**src/rtl/coh_pkg.sv**
```systemverilog
package coh_pkg;

  typedef enum logic [1:0] {
    ST_I = 2'b00,
    ST_S = 2'b01,
    ST_E = 2'b10,
    ST_M = 2'b11
  } line_st_e;

  typedef enum logic [1:0] {
    CMD_RD  = 2'b00,
    CMD_RDX = 2'b01,
    CMD_UPG = 2'b10,
    CMD_WB  = 2'b11
  } bus_cmd_e;

  // state a line takes when another agent's transaction hits it
  function automatic line_st_e snoop_next(line_st_e cur, bus_cmd_e cmd);
    case (cmd)
      CMD_RD:           return (cur == ST_I) ? ST_I : ST_S;
      CMD_RDX, CMD_UPG: return ST_I;
      default:          return cur;
    endcase
  endfunction

  function automatic logic snoop_supplies(line_st_e cur, bus_cmd_e cmd);
    return (cur == ST_M) && ((cmd == CMD_RD) || (cmd == CMD_RDX));
  endfunction

  function automatic line_st_e fill_state(logic others_hold);
    return others_hold ? ST_S : ST_E;
  endfunction

  // request completes locally without the bus
  function automatic logic local_done(logic hit, line_st_e cur, logic wr);
    return hit && (!wr || (cur == ST_E) || (cur == ST_M));
  endfunction

  // bus command for a request that cannot complete locally
  function automatic bus_cmd_e pick_cmd(logic hit, line_st_e cur, logic wr);
    if (!hit && (cur == ST_M)) return CMD_WB;
    else if (wr && hit)        return CMD_UPG;
    else if (wr)               return CMD_RDX;
    else                       return CMD_RD;
  endfunction

endpackage

```
**src/rtl/coh_line_store.sv**
```systemverilog
module coh_line_store
  import coh_pkg::*;
#(
  parameter int IDX_W  = 2,
  parameter int TAG_W  = 4,
  parameter int DATA_W = 8
) (
  input  logic                  clk,
  input  logic                  rst_n,
  input  logic [IDX_W-1:0]      ra_idx,
  output logic [TAG_W-1:0]      ra_tag,
  output line_st_e              ra_st,
  output logic [DATA_W-1:0]     ra_data,
  input  logic [IDX_W-1:0]      rb_idx,
  output logic [TAG_W-1:0]      rb_tag,
  output line_st_e              rb_st,
  output logic [DATA_W-1:0]     rb_data,
  input  logic                  we,
  input  logic [IDX_W-1:0]      w_idx,
  input  logic [TAG_W-1:0]      w_tag,
  input  line_st_e              w_st,
  input  logic [DATA_W-1:0]     w_data,
  output logic [2*(1<<IDX_W)-1:0] st_flat
);
  localparam int LINES = 1 << IDX_W;

  logic [TAG_W-1:0]  tag_q [LINES];
  line_st_e          st_q  [LINES];
  logic [DATA_W-1:0] dat_q [LINES];

  always_ff @(posedge clk) begin
    if (!rst_n) begin
      for (int i = 0; i < LINES; i++) begin
        tag_q[i] <= '0;
        st_q[i]  <= ST_I;
        dat_q[i] <= '0;
      end
    end else if (we) begin
      tag_q[w_idx] <= w_tag;
      st_q[w_idx]  <= w_st;
      dat_q[w_idx] <= w_data;
    end
  end

  assign ra_tag  = tag_q[ra_idx];
  assign ra_st   = st_q[ra_idx];
  assign ra_data = dat_q[ra_idx];
  assign rb_tag  = tag_q[rb_idx];
  assign rb_st   = st_q[rb_idx];
  assign rb_data = dat_q[rb_idx];

  for (genvar g = 0; g < LINES; g++) begin : g_flat
    assign st_flat[2*g +: 2] = st_q[g];
  end

endmodule

```
**src/rtl/coh_snoop_unit.sv**
```systemverilog
module coh_snoop_unit
  import coh_pkg::*;
#(
  parameter int TAG_W  = 4,
  parameter int DATA_W = 8
) (
  input  logic              snp_valid,
  input  bus_cmd_e          snp_cmd,
  input  logic [TAG_W-1:0]  snp_tag,
  input  logic [TAG_W-1:0]  line_tag,
  input  line_st_e          line_st,
  input  logic [DATA_W-1:0] line_data,
  output logic              snp_hit,
  output logic              snp_shared,
  output logic              snp_supply,
  output logic [DATA_W-1:0] snp_data,
  output logic              snp_we,
  output line_st_e          snp_st_nxt
);
  assign snp_hit    = snp_valid && (line_st != ST_I) && (line_tag == snp_tag);
  assign snp_shared = snp_hit && (snp_cmd == CMD_RD);
  assign snp_supply = snp_hit && snoop_supplies(line_st, snp_cmd);
  assign snp_data   = snp_supply ? line_data : '0;
  assign snp_st_nxt = snoop_next(line_st, snp_cmd);
  assign snp_we     = snp_hit && (snp_st_nxt != line_st);
endmodule

```
**src/rtl/coh_req_unit.sv**
```systemverilog
module coh_req_unit
  import coh_pkg::*;
#(
  parameter int IDX_W  = 2,
  parameter int TAG_W  = 4,
  parameter int DATA_W = 8
) (
  input  logic                    cpu_valid,
  input  logic                    cpu_write,
  input  logic [TAG_W+IDX_W-1:0]  cpu_addr,
  input  logic [DATA_W-1:0]       cpu_wdata,
  input  logic [TAG_W-1:0]        line_tag,
  input  line_st_e                line_st,
  input  logic [DATA_W-1:0]       line_data,
  input  logic                    snp_valid,
  input  logic                    bus_gnt,
  input  logic                    bus_shared_in,
  input  logic [DATA_W-1:0]       bus_rdata,
  output logic                    cpu_ready,
  output logic [DATA_W-1:0]       cpu_rdata,
  output logic                    bus_req,
  output bus_cmd_e                bus_cmd,
  output logic [TAG_W+IDX_W-1:0]  bus_addr,
  output logic [DATA_W-1:0]       bus_wdata,
  output logic                    lk_hit,
  output logic                    req_we,
  output logic [TAG_W-1:0]        req_tag,
  output line_st_e                req_st,
  output logic [DATA_W-1:0]       req_data
);
  logic [TAG_W-1:0] cpu_tag;
  logic [IDX_W-1:0] cpu_idx;
  logic             active, quick, granted;

  assign cpu_tag = cpu_addr[TAG_W+IDX_W-1:IDX_W];
  assign cpu_idx = cpu_addr[IDX_W-1:0];
  assign active  = cpu_valid && !snp_valid;
  assign lk_hit  = (line_st != ST_I) && (line_tag == cpu_tag);
  assign quick   = local_done(lk_hit, line_st, cpu_write);
  assign bus_cmd = pick_cmd(lk_hit, line_st, cpu_write);
  assign bus_req = active && !quick;
  assign granted = bus_req && bus_gnt;

  assign cpu_ready = active && (quick || (bus_gnt && (bus_cmd != CMD_WB)));
  assign cpu_rdata = (!quick && (bus_cmd == CMD_RD)) ? bus_rdata : line_data;
  assign bus_addr  = (bus_cmd == CMD_WB) ? {line_tag, cpu_idx} : cpu_addr;
  assign bus_wdata = (bus_cmd == CMD_WB) ? line_data : '0;

  assign req_we = (active && quick && cpu_write) || granted;

  always_comb begin
    req_tag  = cpu_tag;
    req_st   = ST_M;
    req_data = cpu_wdata;
    if (!quick) begin
      case (bus_cmd)
        CMD_WB: begin
          req_tag  = line_tag;
          req_st   = ST_I;
          req_data = line_data;
        end
        CMD_RD: begin
          req_st   = fill_state(bus_shared_in);
          req_data = bus_rdata;
        end
        default: ;
      endcase
    end
  end
endmodule

```
**src/rtl/coh_line_ctrl.sv**
```systemverilog
module coh_line_ctrl
  import coh_pkg::*;
#(
  parameter int IDX_W  = 2,
  parameter int TAG_W  = 4,
  parameter int DATA_W = 8
) (
  input  logic                    clk,
  input  logic                    rst_n,
  input  logic                    cpu_valid,
  output logic                    cpu_ready,
  input  logic                    cpu_write,
  input  logic [TAG_W+IDX_W-1:0]  cpu_addr,
  input  logic [DATA_W-1:0]       cpu_wdata,
  output logic [DATA_W-1:0]       cpu_rdata,
  output logic                    bus_req,
  output logic [1:0]              bus_cmd,
  output logic [TAG_W+IDX_W-1:0]  bus_addr,
  output logic [DATA_W-1:0]       bus_wdata,
  input  logic                    bus_gnt,
  input  logic                    bus_shared_in,
  input  logic [DATA_W-1:0]       bus_rdata,
  input  logic                    snp_valid,
  input  logic [1:0]              snp_cmd,
  input  logic [TAG_W+IDX_W-1:0]  snp_addr,
  output logic                    snp_shared,
  output logic                    snp_supply,
  output logic [DATA_W-1:0]       snp_data
);
  localparam int LINES = 1 << IDX_W;

  logic [IDX_W-1:0]   cpu_idx, snp_idx, w_idx;
  logic [TAG_W-1:0]   lk_tag, sn_tag, req_tag, w_tag;
  line_st_e           lk_state, sn_state, req_st, snp_st_nxt, w_st;
  logic [DATA_W-1:0]  lk_data, sn_data, req_data, w_data;
  logic               lk_hit, req_we, snp_hit, snp_we, w_en;
  bus_cmd_e           bus_cmd_e_w;
  logic [2*LINES-1:0] state_flat;

  assign cpu_idx = cpu_addr[IDX_W-1:0];
  assign snp_idx = snp_addr[IDX_W-1:0];
  assign bus_cmd = bus_cmd_e_w;

  coh_line_store #(.IDX_W(IDX_W), .TAG_W(TAG_W), .DATA_W(DATA_W)) u_store (
    .clk(clk), .rst_n(rst_n),
    .ra_idx(cpu_idx), .ra_tag(lk_tag), .ra_st(lk_state), .ra_data(lk_data),
    .rb_idx(snp_idx), .rb_tag(sn_tag), .rb_st(sn_state), .rb_data(sn_data),
    .we(w_en), .w_idx(w_idx), .w_tag(w_tag), .w_st(w_st), .w_data(w_data),
    .st_flat(state_flat)
  );

  coh_snoop_unit #(.TAG_W(TAG_W), .DATA_W(DATA_W)) u_snoop (
    .snp_valid(snp_valid), .snp_cmd(bus_cmd_e'(snp_cmd)),
    .snp_tag(snp_addr[TAG_W+IDX_W-1:IDX_W]),
    .line_tag(sn_tag), .line_st(sn_state), .line_data(sn_data),
    .snp_hit(snp_hit), .snp_shared(snp_shared), .snp_supply(snp_supply),
    .snp_data(snp_data), .snp_we(snp_we), .snp_st_nxt(snp_st_nxt)
  );

  coh_req_unit #(.IDX_W(IDX_W), .TAG_W(TAG_W), .DATA_W(DATA_W)) u_req (
    .cpu_valid(cpu_valid), .cpu_write(cpu_write), .cpu_addr(cpu_addr),
    .cpu_wdata(cpu_wdata), .line_tag(lk_tag), .line_st(lk_state),
    .line_data(lk_data), .snp_valid(snp_valid), .bus_gnt(bus_gnt),
    .bus_shared_in(bus_shared_in), .bus_rdata(bus_rdata),
    .cpu_ready(cpu_ready), .cpu_rdata(cpu_rdata), .bus_req(bus_req),
    .bus_cmd(bus_cmd_e_w), .bus_addr(bus_addr), .bus_wdata(bus_wdata),
    .lk_hit(lk_hit), .req_we(req_we), .req_tag(req_tag), .req_st(req_st),
    .req_data(req_data)
  );

  // snoop owns the single write port whenever it is active; the request
  // side is idle in that cycle, so the two never collide
  always_comb begin
    if (snp_we) begin
      w_en   = 1'b1;
      w_idx  = snp_idx;
      w_tag  = sn_tag;
      w_st   = snp_st_nxt;
      w_data = sn_data;
    end else begin
      w_en   = req_we;
      w_idx  = cpu_idx;
      w_tag  = req_tag;
      w_st   = req_st;
      w_data = req_data;
    end
  end

endmodule

```
**config.mk**
```make
export PLATFORM = sky130hd
export DESIGN_NAME = coh_line_ctrl
export DESIGN_NICKNAME = d
export VERILOG_FILES = /design/src/rtl/coh_pkg.sv /design/src/rtl/coh_line_store.sv /design/src/rtl/coh_snoop_unit.sv /design/src/rtl/coh_req_unit.sv /design/src/rtl/coh_line_ctrl.sv
export SDC_FILE = /design/constraint.sdc
export NUM_CORES = 1
export LEC_CHECK = 0
export CAP_MARGIN = 30
export CORE_MARGIN = 10
export CORE_UTILIZATION = 58
export DETAILED_ROUTE_END_ITERATION = 8
export PLACE_DENSITY = 0.88
export SLEW_MARGIN = 15
export SYNTH_ARGS = -nofsm -noshare
export SYNTH_HDL_FRONTEND = slang
export SYNTH_HIERARCHICAL = 1
export SYNTH_SLANG_ARGS = --single-unit
```
**constraint.sdc**
```tcl
create_clock -name clk -period 8.3 [get_ports clk]
set_input_delay 1.66 -clock clk [delete_from_list [all_inputs] [get_ports clk]]
set_output_delay 1.66 -clock clk [all_outputs]
set_load 0.02 [all_outputs]
```
# --- Yosys cells after proc, flatten, opt, wreduce, memory -nomap -nowiden ---
# Memory sizes are Yosys's and may differ from the RTL's.
# Index checks and enable logic that the tools add are counted.
op_classes:
  mul: 0
  magnitude_cmp: 0
  mux: 34
  bitwise_logic: 0
  add_sub_neg: 0
  n_eq_ne: 10
  n_shift: 0
  n_reduce_logical: 36
  div_mod_pow: 0
op_table:
  columns: ["operator", "count"]
  rows:
  - ["two-way mux 8 bit", 6]
  - ["two-way mux 2 bit", 10]
  - ["logical AND 1 bit", 18]
  - ["two-way mux 4 bit", 4]
  - ["case mux 8 bit (2 select lines)", 1]
  - ["== test 2 bit (second input constant)", 5]
  - ["two-way mux 1 bit", 10]
  - ["== test 4 bit", 2]
  - ["case mux 2 bit (2 select lines)", 2]
  - ["OR reduction 8 bit", 1]
  - ["zero test 2 bit", 3]
  - ["two-way mux 6 bit", 1]
  - ["logical OR 1 bit", 5]
  - ["zero test 1 bit", 4]
  - ["nonzero test 2 bit", 2]
  - ["OR reduction 2 bit", 2]
  - ["OR reduction 4 bit", 1]
  - ["== test 2 x 1 -> 1 bit (second input constant)", 1]
  - ["inequality test 2 bit", 1]
  - ["inequality test 2 bit (second input constant)", 1]
word_totals:
  in_bits: 37
  output_inout_bits: 36
  latch_bits: 0
  wordCells: 83
  reg_bits: 0
  ramBits: 56
  n_memories: 3
  romBits: 0
memory_table:
  columns: ["name", "words", "width", "rd", "rd_clocked_by_memory_dff", "wr", "line", "text"]
  rows:
  - ["u_store.dat_q", 4, 8, 2, 0, 4, "coh_line_store.sv:29", "logic [DATA_W-1:0] dat_q [LINES];"]
  - ["u_store.tag_q", 4, 4, 2, 0, 4, "coh_line_store.sv:27", "logic [TAG_W-1:0] tag_q [LINES];"]
  - ["u_store.st_q", 4, 2, 2, 0, 4, "coh_line_store.sv:28", "line_st_e st_q [LINES];"]

# --- Longest topological paths before layout ---
# Gate-level depths: netlist (run 1).
# An unclocked memory read counts as a cell.
logic_depth:
  ltp_word: 15
  mapped_depth: 15
  depth_no_buf: 12

# --- By module ---
# Netlist (run 1), hierarchy kept.
modules_own_cells:
  columns: ["module", "area_per_inst_um2", "cells_per_inst", "seq_area_each_um2", "instances"]
  rows:
  - ["coh_line_store", 2877.8, 170, 1681.6, 1]
  - ["coh_req_unit", 681.9, 79, 0.0, 1]
  - ["coh_line_ctrl", 251.5, 19, 0.0, 1]
  - ["coh_snoop_unit", 239.0, 35, 0.0, 1]

# --- Least setup slack after synthesis (run 1) ---
# No wires, ideal clock.
synth_timing:
  path_kind: "input-to-output"
  start: "in cpu_addr[0]"
  end: "out cpu_ready"
  path_slack_ps: 2124
  required_time_ps: 6640
  t_arrival_ps: 4516
  stages: 12
  path_buffers: 3
  path_cell_list: "buf_6 > buf_12 > mux4_2 > xnor2_2 > o2111a_1 > nand2_1 > mux2_1 > ha_1 > clkbuf_1 > inv_1 > nand2_1 > a21oi_1"
synth_between:
  elab_chain_cells: 10
  word_cells_on_any_way: 19
  classes_between: "eq/ne: 4; mux: 2; reduce/logical: 11; memory: 2"
synth_lines:
  columns: ["element", "line", "text"]
  rows:
  - ["start, declared", "coh_line_ctrl.sv:13", "input logic [TAG_W+IDX_W-1:0] cpu_addr,"]
  - ["memory (4 x 4 bit) *", null, null]
  - ["named net lk_tag[2]", "coh_line_ctrl.sv:33", "logic [TAG_W-1:0] lk_tag, sn_tag, req_tag, w_tag;"]
  - ["== test 4 bit *", "coh_req_unit.sv:38", "assign lk_hit = (line_st != ST_I) && (line_tag == cpu_tag);"]
  - ["logical AND 1 bit *", "coh_req_unit.sv:38", null]
  - ["logical AND 1 bit or zero test 1 bit (tied branches)", "coh_pkg.sv:42, coh_pkg.sv:41", null]
  - ["two-way mux 2 bit or logical AND 1 bit (tied branches)", "coh_pkg.sv:42, coh_pkg.sv:41", null]
  - ["two-way mux 2 bit *", "coh_pkg.sv:41", "if (!hit && (cur == ST_M)) return CMD_WB;"]
  - ["named net bus_cmd[1]", "coh_line_ctrl.sv:17", "output logic [1:0] bus_cmd,"]
  - ["inequality test 2 bit *", "coh_req_unit.sv:44", "assign cpu_ready = active && (quick || (bus_gnt && (bus_cmd != CMD_WB)));"]
  - ["logical AND 1 bit *", "coh_req_unit.sv:44", null]
  - ["logical OR 1 bit *", "coh_req_unit.sv:44", null]
  - ["logical AND 1 bit *", "coh_req_unit.sv:44", null]
  - ["end, declared", "coh_line_ctrl.sv:11", "output logic cpu_ready,"]
# The timed path passes the listed nets; every way through them passes the cells marked *.

# --- Final worst setup path (run 1) ---
layout_timing:
  start: "in cpu_addr[0]"
  end: "out cpu_ready"
layout_between:
  elab_chain_cells: 10
  word_cells_on_any_way: 19
  classes_between: "eq/ne: 4; mux: 2; reduce/logical: 11; memory: 2"
layout_lines:
  columns: ["element", "line"]
  rows:
  - ["memory (4 x 4 bit) *", null]
  - ["named net lk_tag[3]", "coh_line_ctrl.sv:33"]
  - ["== test 4 bit *", "coh_req_unit.sv:38"]
  - ["logical AND 1 bit *", "coh_req_unit.sv:38"]
  - ["logical AND 1 bit or zero test 1 bit (tied branches)", "coh_pkg.sv:42, coh_pkg.sv:41"]
  - ["two-way mux 2 bit or logical AND 1 bit (tied branches)", "coh_pkg.sv:42, coh_pkg.sv:41"]
  - ["two-way mux 2 bit", "coh_pkg.sv:41"]
  - ["inequality test 2 bit", "coh_req_unit.sv:44"]
  - ["logical AND 1 bit", "coh_req_unit.sv:44"]
  - ["logical OR 1 bit *", "coh_req_unit.sv:44"]
  - ["logical AND 1 bit *", "coh_req_unit.sv:44"]
# Marks and branches as above.

==> key figures, run 1 <==
Status
  • Status: finished, final reports clean

Synth
  • Synth warn: 6
  • Syn_area_per_cell: ~13 µm²
  • Cell count after synthesis: 301
  • Cell area after synthesis: between 0.004 and 0.005 mm²
  • Syn_nets: 340

Cells and area
  • Filler cells: 437
  • Most common cell after layout, fill and taps aside: clkdlybuf4s50_1
  • Final core area utilization: between 70% and 80%
  • Commonest cells after routing, fill and taps aside: clkdlybuf4s50_1, edfxtp_1, and2_1, mux4_2, mux2_4
  • Fraction of layout cells with a size suffix above 1: ~23%
  • Multi-input gate area: roughly 0.0021 mm²
  • Reg area: approximately 0.0017 mm²
  • Nets: 400
  • Post-synthesis to final-layout area growth: 19.5%
  • Antenna cells: 0

Routing
  • WL/cell: between 20 and 25 µm
  • Vias: approximately 2900
  • Iteration-0 DRC count of the detailed router: 258
  • # DRC: 0
  • Pre-Repair DR Iteration Count: 5
  • Final WL: 10400 µm
  • Drt via density: around 6.3
  • ANT nets after route: 0

Critical path
  • CP Max Fanout: 18
  • CP peak stage delay: roughly 960 ps
  • CP Depth: 11
  • Reg-to-Reg Start: u_store/tag_q[1][3]$_SDFFCE_PN0P_
  • CP Data Required Time: 6640 ps
  • CP Class: input pin to output pin
  • Worst EP arrival: just under 6000 ps
  • Critical Path Source Type: input pin
  • Crit path buf inv count: 3
  • FF-to-FF path depth: 9
  • CP Launch Point: cpu_addr[0]
  • CP top delay family: buffers and inverters
  • Slowest-stage cell, CP: clkdlybuf4s50_1
  • Critical path cell sequence: clkdlybuf4s50_1 > mux4_1 > xnor2_2 > o2111a_1 > nand2_1 > mux2_1 > ha_1 > inv_1 > nand2_1 > a21oi_1 > clkdlybuf4s50_1
  • CP endpoint kind: output pin

STA
  • Max-slew violations: 0
  • Post-route minimum period: approximately 7500 ps
  • Rel. slew slack: between 40% and 50%
  • Finish-stage setup viols: 0
  • Clock Skew: between 4 and 5 ps
  • Slew at the pin with the worst max-slew slack: approximately 840 ps
  • Part of the cycle the worst path needs: a little over 90%
  • Setup slack after layout: roughly 800 ps
  • Max Clock Freq: roughly 130 MHz
  • Final Hold Viols: 0
  • Setup TNS: 0 ps
  • RSZ-0062 raised after global routing: false

Clock tree
  • CTS tree: yes
  • Skew-Pair Late Insertion Delay: ~310 ps
  • Num CTS Buffers: 5
  • Clock H-tree levels: 2
  • Cts repair resizes: 0
  • Clock transition at the registers of the reported paths: approximately 100 ps
  • Post-CTS Setup Inserts: 0
  • Clock Path Buffers: 2
  • Clock root buffer: clkbuf_8
  • Post-CTS Hold Fix Bufs: 0
  • Clock sinks: 56

Global routing
  • Final global-route overflow total: 0
  • First-pass GRT wire length: 15900 µm
  • Total track usage: 19.4%
  • Largest net degree at the start of global routing: 22
  • Number of global-route vias before repair: roughly 3000
  • Initial antenna violation count: 0

Hold path
  • Hold Crit Depth: 3
  • HP Start: u_store/dat_q[3][6]$_DFFE_PP_
  • HP Class: flip-flop to flip-flop

Power
  • Psw: 0.202 mW
  • Clock share of power: roughly a fifth
  • Leakage: 1.82 nW
  • Seq pwr share: ~48%
  • Cell area power density: between 100 and 150 mW/mm²
  • Combinational Power Share: between 30% and 40%
  • Internal power: a little under 0.5 mW
  • Switching share of power: between 20 and 30%
  • Max VDD drop: 0.0728 mV

Placement
  • Setup Slack @ Placement: roughly 760 ps
  • Placer Congestion: 0.903
  • PortBufs: 72
  • Dpl hpwl: 7920 µm

Floorplanning
  • Core area: slightly below 0.007 mm²
  • Site row count: 30
  • Initial Util: 59.5%
  • Die Y: 103 µm
  • DIE WIDTH: between 100 and 150 µm
  • Full die area: approximately 0.011 mm²
  • Ports: 73

Flow run
  • Max_cap viols: 0
-- state kept, by name (all words and copies together), names as in the netlist --
name           cells
u_store/dat_q     32
u_store/tag_q     16
u_store/st_q       8
-- final timing paths --
path,to,slack (ps)
worst min-delay path,u_store/dat_q[0][6]$_SDFFCE_PN0P_,980
worst max register to register,u_store/tag_q[0][0]$_SDFFCE_PN0P_,3490
worst max-delay path,cpu_ready,780
worst min register to register,u_store/dat_q[0][6]$_SDFFCE_PN0P_,980
-- area by class of cell --
| class | instances | share of cell area, % |
|---|---|---|
| clock buffer | 5 | 1.42 |
| multi-input combinational | 206 | 44.0 |
| sequential | 56 | 34.8 |
| inverter | 14 | 1.09 |
| tap | 96 | 2.49 |
| clock inverter | 3 | 0.363 |
| timing repair buffer | 78 | 15.9 |
-- power groups by stage --
stage / combinational [mW] / sequential (mW) / clock, mW
finish: 0.214 / 0.333 / 0.146
global route: 0.227 / 0.334 / 0.157
CTS: 0.213 / 0.333 / 0.147
detailed placement: 0.212 / 0.339 / 0
global placement: 0.206 / 0.337 / 0
floorplan: 0.143 / 0.336 / 0
-- tightest hold or removal path, delay by kind of cell (launching register included) --
family,cells,cell delay [ps]
flops,1,350
simple gates,1,110
mux,2,410
-- stage by stage --
step           hold WS (ps)  instances  total power, mW  cell area [µm²]
4_1_cts                 968        458            0.693             4830
3_5_place_dp            942        450            0.551             4740
5_1_grt                1000        458            0.718             4830
6_report                976        458            0.693             4830
2_1_floorplan           893        301            0.479             4040
3_3_place_gp            921        450            0.543             4740
-- metal layers --
metal / up-vias / share of wire, % / wire length (µm) / global-route usage, %
met1: 1411 / 40 / 4160 / 23.9
met2: 165 / 49 / 5060 / 33.9
met4: 0 / 2.5 / 255 / 7.38
met3: 24 / 8.5 / 882 / 2.66
li1: 1284 / - / - / -
met5: - / 0 / 0 / 0
(Power assumes the default switching activity.)
==> run 2: changes to the inputs <==
--- a/config.mk
+++ b/config.mk
@@ -6,9 +6,10 @@
 export NUM_CORES = 1
 export LEC_CHECK = 0
 export CAP_MARGIN = 30
-export CORE_MARGIN = 10
+export CORE_MARGIN = 2
 export CORE_UTILIZATION = 58
 export DETAILED_ROUTE_END_ITERATION = 8
+export GPL_TIMING_DRIVEN = 0
 export PLACE_DENSITY = 0.88
 export SLEW_MARGIN = 15
 export SYNTH_ARGS = -nofsm -noshare
==> run 2 against run 1 <==
  * Sequential cell count did not move
  * Clock-buffer cell count did not move
  * Critical path depth rose by 1
  * Total power rose by 4.7%
  * Die area fell by 29%
  * Wire length fell by 3.2%
  * First-iteration DRC count fell by 28%
  * Worst setup slack improved by 21 ps
  * Core utilization rose by 2.9 points
  * Critical path type unchanged
  * Largest cell class unchanged
  * Largest power group unchanged
==> key figures, run 2 (synthesized netlist as in run 1, its figures left out) <==
Cells and area
  • Antenna cells: 0 (unchanged)
  • Regs by FF count: u_store/dat_q (32), u_store/tag_q (16), u_store/st_q (8) (unchanged)
  • Nets: 420 (was 400)
  • Final core area utilization: 74.0% (was 71.1%)
  • Fraction of layout cells with a size suffix above 1: 25.9% (was 22.9%)
  • Commonest cells after routing, fill and taps aside: clkdlybuf4s50_1, edfxtp_1, and2_1, mux4_2, mux2_4 (unchanged)
  • Largest Register: u_store/dat_q (unchanged)
  • Number of flip-flops under the largest register name: 32 (unchanged)
  • Post-synthesis to final-layout area growth: 23.8% (was 19.5%)
  • Non-Filler Instances: 462 (was 458)
  • Most common cell after layout, fill and taps aside: clkdlybuf4s50_1 (unchanged)

Global routing
  • Number of global-route vias before repair: 3073 (was 2948)
  • Met1 usage: 33.9% (was 23.9%)
  • Total track usage: 27.5% (was 19.4%)
  • Final global-route overflow total: 0 (unchanged)
  • First-pass GRT wire length: 15500 µm (was 15900 µm)
  • Met3 Use GR: 5.02% (was 2.66%)
  • Met2 usage: 47.3% (was 33.9%)
  • Largest net degree at the start of global routing: 18 (was 22)
  • Top Usage Layer GRT: met2 (unchanged)
  • Initial antenna violation count: 0 (unchanged)

Power
  • Switching share of power: 27.4% (was 29.1%)
  • Leakage: 1.91 nW (was 1.82 nW)
  • Internal power: 0.526 mW (was 0.491 mW)
  • Combinational Power Share: 30.4% (was 30.9%)
  • Seq pwr share: 45.9% (was 48.1%)
  • Final total power: 0.725 mW (was 0.693 mW)
  • Psw: 0.199 mW (was 0.202 mW)
  • Cell area power density: 145 mW/mm² (was 143 mW/mm²)
  • Clock share of power: 23.8% (was 21.0%)
  • Max VDD drop: 0.0793 mV (was 0.0728 mV)

Critical path
  • Critical Path Source Type: input pin (unchanged)
  • Reg2Reg Capture Point: u_store/st_q[3][0]$_DFFE_PP_ (was u_store/tag_q[0][0]$_SDFFCE_PN0P_)
  • Reg-to-Reg Start: u_store/tag_q[1][3]$_SDFFCE_PN0P_ (unchanged)
  • CP Data Required Time: 6640 ps (about the same)
  • Flop2flop setup slack: 4190 ps (was 3490 ps)
  • FF-to-FF path depth: 11 (was 9)
  • CP Class: input pin to output pin (unchanged)
  • CP Max Fanout: 10 (was 18)
  • CP endpoint kind: output pin (unchanged)
  • Worst EP arrival: 5840 ps (was 5860 ps)

Floorplanning
  • Initial Util: 59.8% (was 59.5%)
  • DIE WIDTH: 87.5 µm (was 103 µm)
  • Die Y: 87.5 µm (was 103 µm)
  • Core area: 0.00676 mm² (was 0.00679 mm²)
  • Site row count: 30 (unchanged)
  • Full die area: 0.00765 mm² (was 0.0107 mm²)
  • Ports: 73 (unchanged)

Routing
  • # DRC: 0 (unchanged)
  • Drt via density: 6.21 (was 6.30)
  • Iteration-0 DRC count of the detailed router: 186 (was 258)
  • ANT nets after route: 0 (unchanged)
  • Vias: 2871 (was 2884)
  • Pre-Repair DR Iteration Count: 4 (was 5)
  • Final WL: 10000 µm (was 10400 µm)
  • WL/cell: 21.7 µm (was 22.6 µm)

STA
  • Clock Skew: 6.14 ps (was 4.66 ps)
  • Part of the cycle the worst path needs: 90.3% (was 90.6%)
  • Setup TNS: 0 ps (unchanged)
  • RSZ-0062 raised after global routing: false (unchanged)
  • Max Clock Freq: 133 MHz (about the same)
  • Rel. slew slack: 42.0% (was 43.6%)
  • Max-slew violations: 0 (unchanged)
  • Final Hold Viols: 0 (unchanged)
  • Slew at the pin with the worst max-slew slack: 870 ps (was 843 ps)
  • Finish-stage setup viols: 0 (unchanged)
  • Post-route minimum period: 7500 ps (was 7520 ps)

Clock tree
  • Clock root buffer: clkbuf_8 (unchanged)
  • Clock sinks: 56 (unchanged)
  • Cts repair resizes: 0 (unchanged)
  • Post-CTS Setup Inserts: 0 (unchanged)
  • Clock H-tree levels: 2 (unchanged)
  • Skew-Pair Late Insertion Delay: 310 ps (about the same)
  • Clock Path Buffers: 2 (unchanged)
  • Num CTS Buffers: 5 (unchanged)
  • Post-CTS Hold Fix Bufs: 0 (unchanged)
  • Clock transition at the registers of the reported paths: 90 ps (was 100 ps)
  • CTS tree: yes (unchanged)

Placement
  • Placer Congestion: 0.925 (was 0.903)
  • PortBufs: 72 (unchanged)
  • Placed cell count: 454 (was 450)
  • Dpl hpwl: 7560 µm (was 7920 µm)

Hold path
  • HP Class: flip-flop to flip-flop (unchanged)
  • Hold EP: u_store/dat_q[1][4]$_SDFFCE_PN0P_ (was u_store/dat_q[0][6]$_SDFFCE_PN0P_)
  • Hold Crit Depth: 3 (unchanged)
  • HP Start: u_store/dat_q[2][4]$_SDFFCE_PN0P_ (was u_store/dat_q[3][6]$_DFFE_PP_)

Flow run
  • Max_cap viols: 0 (unchanged)

Status
  • Status: finished, final reports clean (unchanged)
run 2: layout make-up:
cell class | instances | area, µm²
Clock buffer | 5 | 68.8
Timing Repair Buffer | 73 | 732
Tap cell | 80 | 100
Clock inverter | 3 | 42.5
Buffer | 25 | 194
Multi-Input combinational cell | 206 | 2130
Fill cell | 431 | 1750
Sequential cell | 56 | 1680
Inverter | 14 | 52.6
run 2: stage by stage:
| step | hold WS [ps] | cell area (µm²) | setup slack [ps] |
|---|---|---|---|
| floorplan | 893 | 4040 | 2140 |
| global placement | 918 | 4860 | 929 |
| detailed placement | 937 | 4890 | 849 |
| CTS | 961 | 5000 | 847 |
| global route | 1010 | 5000 | 664 |
| finish | 969 | 5000 | 802 |
run 2: worst max-delay path by stage:
stage                      startpoint     endpoint  slack [ps]  depth (start not counted)
after global placement    cpu_addr[0]  bus_addr[4]         930                         12
after CTS                 cpu_addr[0]  bus_addr[4]         850                         12
final                     cpu_addr[0]  bus_addr[4]         800                         12
after global routing      cpu_addr[0]  bus_addr[2]         660                         12
after floorplan           cpu_addr[0]    cpu_ready        2140                         12
after detailed placement  cpu_addr[0]  bus_addr[4]         850                         12
run 2: power by group through the flow:
stage,Sequential (mW),Combinational (mW),Clock (mW)
3_5_place_dp,0.339,0.217,0
4_1_cts,0.332,0.219,0.175
5_1_grt,0.334,0.236,0.185
2_1_floorplan,0.336,0.143,0
6_report,0.333,0.220,0.172
3_3_place_gp,0.337,0.211,0
run 2: worst max-delay path: stages:
cell and delay, ps:
clkdlybuf4s50_1 530, buf_6 160, buf_12 160, mux4_2 580, xnor2_2 220, o2111a_1 330, nand2_1 170, mux2_1 280
ha_1 300, clkbuf_1 500, mux2_2 400, clkdlybuf4s50_1 550
run 2: layer usage:
metal,wire (µm),vias to the layer above
met5,0,-
met4,167,0
met3,867,16
met2,5130,148
met1,3860,1389
li1,-,1318
